--- config.mk ---
export PLATFORM = sky130hd
export DESIGN_NAME = phase_step_seq
export DESIGN_NICKNAME = d
export VERILOG_FILES = /design/src/rtl/phase_seq_pkg.sv /design/src/rtl/seq_sync.sv /design/src/rtl/strobe_timer.sv /design/src/rtl/seq_ctrl.sv /design/src/rtl/phase_step_seq.sv
export SDC_FILE = /design/constraint.sdc
export NUM_CORES = 1
export LEC_CHECK = 0
export ABC_CLOCK_PERIOD_IN_PS = 2400
export BUFFER_PORTS_ARGS = -buffer_cell sky130_fd_sc_hd__buf_4
export CORE_MARGIN = 3
export CORE_UTILIZATION = 27
export CTS_CLUSTER_DIAMETER = 120
export DETAILED_ROUTE_END_ITERATION = 16
export SETUP_SLACK_MARGIN = 0.05
export SLEW_MARGIN = 25
export SYNTH_ARGS = -nofsm -noshare
export SYNTH_HDL_FRONTEND = slang
export SYNTH_SLANG_ARGS = --single-unit
export TNS_END_PERCENT = 20
--- constraint.sdc ---
create_clock -name clk -period 2.4 [get_ports clk]
set_clock_uncertainty 0.2 [all_clocks]
set_input_delay 0.48 -clock clk [delete_from_list [all_inputs] [get_ports clk]]
set_output_delay 0.48 -clock clk [all_outputs]
set_load 0.05 [all_outputs]
--- src/rtl/phase_seq_pkg.sv ---
// Shared types for the phase-step sequencer.
// Assumes: nothing beyond a SystemVerilog-2017 compiler.
package phase_seq_pkg;

    // Sequencer phases: idle, select settling, strobe high, strobe low awaiting done
    typedef enum logic [1:0] {
        SQ_IDLE    = 2'd0,
        SQ_SETUP   = 2'd1,
        SQ_PULSE   = 2'd2,
        SQ_RECOVER = 2'd3
    } seq_state_t;

endpackage

--- src/rtl/seq_sync.sv ---
// Multi-stage synchroniser for one asynchronous level.
// Assumes: the input is a slow level (many cycles wide) so single-bit
// synchronisation is enough; reset value chosen by parameter.
module seq_sync #(
    parameter int   STAGES    = 2,
    parameter logic RESET_VAL = 1'b1
) (
    input  logic clk,
    input  logic rst_n,
    input  logic d,
    output logic q
);

    logic [STAGES-1:0] chain;

    // Shift the input through the flop chain
    generate
        if (STAGES == 1) begin : g_single
            always_ff @(posedge clk) begin
                if (!rst_n) chain <= RESET_VAL;
                else        chain <= d;
            end
        end else begin : g_multi
            always_ff @(posedge clk) begin
                if (!rst_n) chain <= {STAGES{RESET_VAL}};
                else        chain <= {chain[STAGES-2:0], d};
            end
        end
    endgenerate

    assign q = chain[STAGES-1];

endmodule

--- src/rtl/strobe_timer.sv ---
// Counts cycles the strobe has been high; flags minimum-hold reached and
// the watchdog limit reached.
// Assumes: run is high for the whole pulse and low between pulses;
// TIMEOUT > MIN_HOLD >= 1.
module strobe_timer #(
    parameter int MIN_HOLD = 2,
    parameter int TIMEOUT  = 64
) (
    input  logic clk,
    input  logic rst_n,
    input  logic run,
    output logic hold_met,
    output logic expired
);

    localparam int TW = $clog2(TIMEOUT + 1);
    localparam logic [TW-1:0] LAST = TW'(TIMEOUT - 1);
    localparam logic [TW-1:0] HOLD = TW'(MIN_HOLD - 1);

    logic [TW-1:0] cnt;

    // Saturating count of high cycles, cleared while the strobe is low
    always_ff @(posedge clk) begin
        if (!rst_n || !run) cnt <= '0;
        else if (cnt != LAST) cnt <= cnt + 1'b1;
    end

    assign hold_met = (cnt >= HOLD);
    assign expired  = (cnt >= LAST);

    // the counter never runs past the watchdog limit
    cnt_bound_chk: assert property (@(posedge clk) disable iff (!rst_n)
        cnt <= LAST);

    // while running, the count advances by one until it saturates
    cnt_step_chk: assert property (@(posedge clk) disable iff (!rst_n)
        (run && $past(run) && $past(rst_n) && ($past(cnt) != LAST)) |-> (cnt == $past(cnt) + 1'b1));

endmodule

--- src/rtl/seq_ctrl.sv ---
// Command and handshake state machine of the phase-step sequencer.
// Assumes: done_s is already synchronised to clk; hold_met/expired come
// from a timer that runs exactly while the state is SQ_PULSE.
module seq_ctrl
    import phase_seq_pkg::*;
#(
    parameter int SEL_W = 3,
    parameter int CNT_W = 10
) (
    input  logic             clk,
    input  logic             rst_n,
    input  logic             cmd_valid,
    input  logic [SEL_W-1:0] cmd_sel,
    input  logic             cmd_up,
    input  logic [CNT_W-1:0] cmd_steps,
    input  logic             abort,
    input  logic             done_s,
    input  logic             hold_met,
    input  logic             expired,
    output seq_state_t       state,
    output logic [SEL_W-1:0] sel_q,
    output logic             up_q,
    output logic [CNT_W-1:0] steps_done,
    output logic             err,
    output logic             finish
);

    logic [CNT_W-1:0] remaining;
    logic             seen_low;
    logic             abort_pend;
    logic             release_ok;
    logic             time_out;

    // Release needs the hold time and a low done seen in this pulse
    assign release_ok = hold_met && (seen_low || !done_s);
    // Watchdog fires only if done was never seen low
    assign time_out   = expired && done_s && !seen_low;

    // Main sequencing: accept, settle, pulse, recover, finish
    always_ff @(posedge clk) begin
        if (!rst_n) begin
            state      <= SQ_IDLE;
            sel_q      <= '0;
            up_q       <= 1'b0;
            remaining  <= '0;
            steps_done <= '0;
            err        <= 1'b0;
            finish     <= 1'b0;
            seen_low   <= 1'b0;
            abort_pend <= 1'b0;
        end else begin
            finish <= 1'b0;
            case (state)
                SQ_IDLE: begin
                    if (cmd_valid) begin
                        err        <= 1'b0;
                        steps_done <= '0;
                        abort_pend <= 1'b0;
                        if (cmd_steps == '0) begin
                            finish <= 1'b1;
                        end else begin
                            sel_q     <= cmd_sel;
                            up_q      <= cmd_up;
                            remaining <= cmd_steps;
                            state     <= SQ_SETUP;
                        end
                    end
                end
                SQ_SETUP: begin
                    if (abort) begin
                        finish <= 1'b1;
                        state  <= SQ_IDLE;
                    end else if (done_s) begin
                        seen_low <= 1'b0;
                        state    <= SQ_PULSE;
                    end
                end
                SQ_PULSE: begin
                    if (!done_s) seen_low <= 1'b1;
                    if (abort)   abort_pend <= 1'b1;
                    if (release_ok) begin
                        remaining  <= remaining - 1'b1;
                        steps_done <= steps_done + 1'b1;
                        state      <= SQ_RECOVER;
                    end else if (time_out) begin
                        err    <= 1'b1;
                        finish <= 1'b1;
                        state  <= SQ_IDLE;
                    end
                end
                SQ_RECOVER: begin
                    if (abort) abort_pend <= 1'b1;
                    if (done_s) begin
                        if (remaining == '0 || abort_pend || abort) begin
                            finish <= 1'b1;
                            state  <= SQ_IDLE;
                        end else begin
                            seen_low <= 1'b0;
                            state    <= SQ_PULSE;
                        end
                    end
                end
                default: state <= SQ_IDLE;
            endcase
        end
    end

    // a normal release happens only after done was seen low in the pulse
    release_low_chk: assert property (@(posedge clk) disable iff (!rst_n)
        (state == SQ_RECOVER && $past(state) == SQ_PULSE) |-> seen_low);

    // each completed pulse advances the step counter by exactly one
    count_step_chk: assert property (@(posedge clk) disable iff (!rst_n)
        (state == SQ_RECOVER && $past(state) == SQ_PULSE) |-> (steps_done == $past(steps_done) + 1'b1));

    // a timeout leaves the pulse without counting it
    timeout_nocount_chk: assert property (@(posedge clk) disable iff (!rst_n)
        ($rose(err)) |-> ($stable(steps_done) && state == SQ_IDLE));

endmodule

--- src/rtl/phase_step_seq.sv ---
// Top of the PLL phase-step sequencer. Takes one command (counter select,
// direction, step count) and runs the PLL's step/done handshake once per
// step.
// Assumes: clk is the scan clock; pll_done is asynchronous and idles high;
// rst_n is synchronous to clk.
module phase_step_seq
    import phase_seq_pkg::*;
#(
    parameter int SEL_W       = 3,
    parameter int CNT_W       = 10,
    parameter int SYNC_STAGES = 2,
    parameter int MIN_HOLD    = 2,
    parameter int TIMEOUT     = 64
) (
    input  logic             clk,
    input  logic             rst_n,
    input  logic             cmd_valid,
    output logic             cmd_ready,
    input  logic [SEL_W-1:0] cmd_sel,
    input  logic             cmd_up,
    input  logic [CNT_W-1:0] cmd_steps,
    input  logic             abort,
    input  logic             pll_done,
    output logic             pll_step,
    output logic             pll_updn,
    output logic [SEL_W-1:0] pll_sel,
    output logic             busy,
    output logic             cmd_finish,
    output logic             err_timeout,
    output logic [CNT_W-1:0] steps_done
);

    seq_state_t state;
    logic       done_s;
    logic       hold_met;
    logic       expired;
    logic       in_pulse;

    seq_sync #(
        .STAGES   (SYNC_STAGES),
        .RESET_VAL(1'b1)
    ) u_sync (
        .clk  (clk),
        .rst_n(rst_n),
        .d    (pll_done),
        .q    (done_s)
    );

    strobe_timer #(
        .MIN_HOLD(MIN_HOLD),
        .TIMEOUT (TIMEOUT)
    ) u_timer (
        .clk     (clk),
        .rst_n   (rst_n),
        .run     (in_pulse),
        .hold_met(hold_met),
        .expired (expired)
    );

    seq_ctrl #(
        .SEL_W(SEL_W),
        .CNT_W(CNT_W)
    ) u_ctrl (
        .clk       (clk),
        .rst_n     (rst_n),
        .cmd_valid (cmd_valid),
        .cmd_sel   (cmd_sel),
        .cmd_up    (cmd_up),
        .cmd_steps (cmd_steps),
        .abort     (abort),
        .done_s    (done_s),
        .hold_met  (hold_met),
        .expired   (expired),
        .state     (state),
        .sel_q     (pll_sel),
        .up_q      (pll_updn),
        .steps_done(steps_done),
        .err       (err_timeout),
        .finish    (cmd_finish)
    );

    // Decode outward strobes from the sequencer phase
    assign in_pulse  = (state == SQ_PULSE);
    assign pll_step  = in_pulse;
    assign busy      = (state != SQ_IDLE);
    assign cmd_ready = (state == SQ_IDLE);


    step_min_hold_chk: assert property (@(posedge clk) disable iff (!rst_n)
        $fell(pll_step) |-> ($past(pll_step, 1) && $past(pll_step, 2)));


    sel_hold_chk: assert property (@(posedge clk) disable iff (!rst_n)
        (busy && $past(busy)) |-> ($stable(pll_sel) && $stable(pll_updn)));


    step_rise_chk: assert property (@(posedge clk) disable iff (!rst_n)
        $rose(pll_step) |-> $past(done_s));


    busy_ignore_chk: assert property (@(posedge clk) disable iff (!rst_n)
        (cmd_valid && !cmd_ready) |=> ($stable(pll_sel) && $stable(pll_updn)));


    zero_steps_chk: assert property (@(posedge clk) disable iff (!rst_n)
        (cmd_valid && cmd_ready && cmd_steps == '0) |=> (cmd_finish && !busy));


    finish_pulse_chk: assert property (@(posedge clk) disable iff (!rst_n)
        cmd_finish |=> !cmd_finish);

endmodule

==> results.md <==
* Max incr delay on CP at 0.47 ns
* Core area at 7330 µm²
* Hold Buf Count CTS at 0
* Most common cell after layout, fill and taps aside: buf_4
* Critical Path End Type: output port
* FF-to-FF setup slack at 0.23 ns
* Synth-to-Final Area Change at 24.1%
* Initial antenna violation count at 0
* Starting Density at 28.2%
* Worst-path cell chain: nand2b_1 > buf_4 > inv_1 > buf_4
* Mapped Cells at 249
* CTS tree: done
* Layout Nets at 312
* GR peak layer: met2
* Clock sink total at 39
* Clock slew at reported path FFs at 0.07 ns
* I/O pin cnt at 38
* R2r endpoint: u_ctrl.remaining[8]$_SDFFE_PN0P_
* Fin cells at 389
* Ys flop type: dfxtp_1
* Post-synth cell types at 47
* Total CTS buffers at 5
* Synthesized flop and latch total at 39
* Worst R2R Start: u_ctrl.remaining[0]$_SDFFE_PN0P_
* Worst ir drop on vdd at 392 µV
* P per Cell Area at 586 nW/µm²
* Final period demand of the worst path at 2.20 ns
* Slowest stage cell, crit path: dfxtp_1
* Worst slew margin at 63.7%
* Avg Cell Area, Syn at 8.31 µm²
* Vias in the first global route at 1652
* Port Buffers at 37
* Worst EP required at 1.72 ns
* Commonest cells after routing, fill and taps aside: 45 x buf_4, 39 x dfxtp_1, 26 x nor2_1
* Hold Crit Class: in -> reg
* Max-cap violations at 0
* Final setup fails at 0
* CP max FO at 24
* Number of synthesized flops with an enable pin at 0
* PnR worst setup slack at 0.198 ns
* Avg WL per Cell at 12.4 µm
* # H-tree levels at 2
* DR vias/cell at 4.74
* Routability cong. at 0.758
* Crit Path Category: reg -> out
* FF-to-FF path depth at 6
* Root Driver: clkbuf_8
* Clk buf depth at 2
* Async S/R FF share, synth at 0%
* First-pass GRT wire length at 7.82 mm
* Cell mode on critical path: buf_4
* Core Rows at 31
* Min-Delay Startpoint: pll_done
* Synthesized Nets at 272
* Final hold vios at 0
* Aggregate global routing overflow at 0
* Vias post-DR at 1844
* Met1 Use GR at 14.7%
* Slew at the pin with the worst max-slew slack at 0.539 ns
* First drt pass iteration count at 4
* CP arrival at 1.52 ns
* Yosys warns at 0
* Placed Cells at 381
* Tcrit/Tclk final at 91.8%
* Ant diodes at 0
* GRT met3 Usage at 3.86%
* Hold path depth at 2
* Seq/Total Area, Yosys at 37.7%
* Leak pwr at 0.974 nW
* Startpoint Class: flop
* Die width at 93.5 µm
* DPL Wire Length at 3.44 mm
* Final ANT Viol Nets at 0
* GR Layer Usage met2 at 17.5%
* FMAX at 454 MHz
* Run status: finished, final reports clean
* Total Routed Length at 4.84 mm
* Setup TNS at 0 ns
* Slew Viols, Final at 0
* WHS Endpoint: u_sync.chain[0]$_SDFF_PN1_
* Setup repair after global routing missed its margin: false
* Die area at 8750 µm²
* Place WS at 0.171 ns
* Die H at 93.5 µm
* Initial drt markers at 119
* Share of cells above drive strength 1 at 22.1%
* Largest net degree at the start of global routing at 36
* Total Routing Usage GR at 11.3%
* Worst-Skew Late Latency at 0.29 ns
* Post-Syn Area at 2070 µm²
* Residual DRC at 0
-- power breakdown --
group	leakage, nW	switching (W)	internal, W
clock	0.0515	0.000222	0.000262
sequential	0.318	0.0000269	0.000676
combinational	0.605	0.000190	0.000126
-- worst max-delay path by stage --
stage,start,end,cells past startpoint
floorplan,u_ctrl.state[0]$_SDFFE_PN0P_,u_timer.cnt[1]$_SDFFE_PP0P_,6
global placement,cmd_steps[7],u_ctrl.state[0]$_SDFFE_PN0P_,7
detailed placement,u_timer.cnt[1]$_SDFFE_PP0P_,u_ctrl.steps_done[2]$_SDFFE_PN0P_,7
CTS,u_timer.cnt[1]$_SDFFE_PP0P_,u_ctrl.state[0]$_SDFFE_PN0P_,7
global route,u_timer.cnt[1]$_SDFFE_PP0P_,u_ctrl.steps_done[2]$_SDFFE_PN0P_,7
finish,u_ctrl.state[0]$_SDFFE_PN0P_,pll_step,4
-- cells by family after synthesis --
family          count (synthesis)  share of synthesized area [%]
compound gates                 64                           22.3
xor+xnor                       11                           4.66
fa+ha+maj                       4                           2.42
buf+inv                        22                           5.20
flops                          39                           37.7
mux                             5                           2.48
simple gates                  104                           25.2
-- cell type report --
type	count	area, µm²
clock buffers	8	100
multi-input cells	188	1190
repair buffers	45	338
inverters	10	37.5
fillers	779	4760
well taps	99	124
flip-flops and latches	39	781
-- flip-flops by register name, indices dropped and copies added (netlist names) --
signal / cells
u_ctrl.remaining: 10
u_ctrl.steps_done: 10
u_timer.cnt: 7
u_ctrl.sel_q: 3
u_ctrl.state: 2
u_sync.chain: 2
u_ctrl.abort_pend: 1
u_ctrl.err: 1
u_ctrl.finish: 1
u_ctrl.seen_low: 1
u_ctrl.up_q: 1
-- cells in the mapped netlist (all sizes together), types with 2 or more instances --
cell,n,share of area [%]
a211oi,5,2.5
a21boi,4,1.5
a21oi,13,3.1
a22o,2,0.85
and2,2,0.60
buf,5,2.1
clkbuf,7,1.3
dfxtp,39,38
ha,4,2.4
inv,10,1.8
mux2i,4,1.9
nand2,24,4.4
nand2b,5,1.5
nand3,11,2.7
nand4,2,0.60
nor2,27,5.3
nor2b,8,2.4
nor3,8,1.9
nor4,5,1.5
o211ai,4,1.5
o21a,2,0.73
o21ai,21,5.1
o22ai,2,0.60
o2bb2ai,2,0.85
or2,2,0.60
or3,3,0.91
or4,3,1.1
xnor2,11,4.7
-- per-stage QoR --
step / instance area (µm²) / hold WS (ns) / utilization, % / power, W
floorplan: 2070 / 0.186 / - / 0.000934
global placement: 2460 / 0.190 / 33.6 / 0.00103
detailed placement: 2460 / 0.198 / 33.6 / 0.00103
CTS: 2560 / 0.159 / 34.9 / 0.00152
global route: 2570 / 0.152 / 35.0 / 0.00159
finish: 2570 / 0.167 / 35.0 / 0.00150
-- layer usage --
| metal | routed length [µm] | vias to the layer above | share of wire (%) |
|---|---|---|---|
| met1 | 2280 | 846 | 47 |
| met4 | 51 | 0 | 1.1 |
| met2 | 2300 | 32 | 48 |
| met3 | 205 | 6 | 4.2 |
| li1 | - | 960 | - |
| met5 | 0 | - | 0 |
-- repair_timing --
| item | in CTS | in global routing |
|---|---|---|
| setup buffers | 0 | 0 |
| endpoints found under the setup margin | 0 | 13 |
| gates resized for setup | 0 | 1 |
-- critical path: cells and delay by family (launching register included) --
| family | cells | cell delay [ns] |
|---|---|---|
| buffers and inverters | 3 | 0.54 |
| flip-flops | 1 | 0.47 |
| AND/OR/NAND/NOR | 1 | 0.21 |
(Power assumes the default switching activity.)
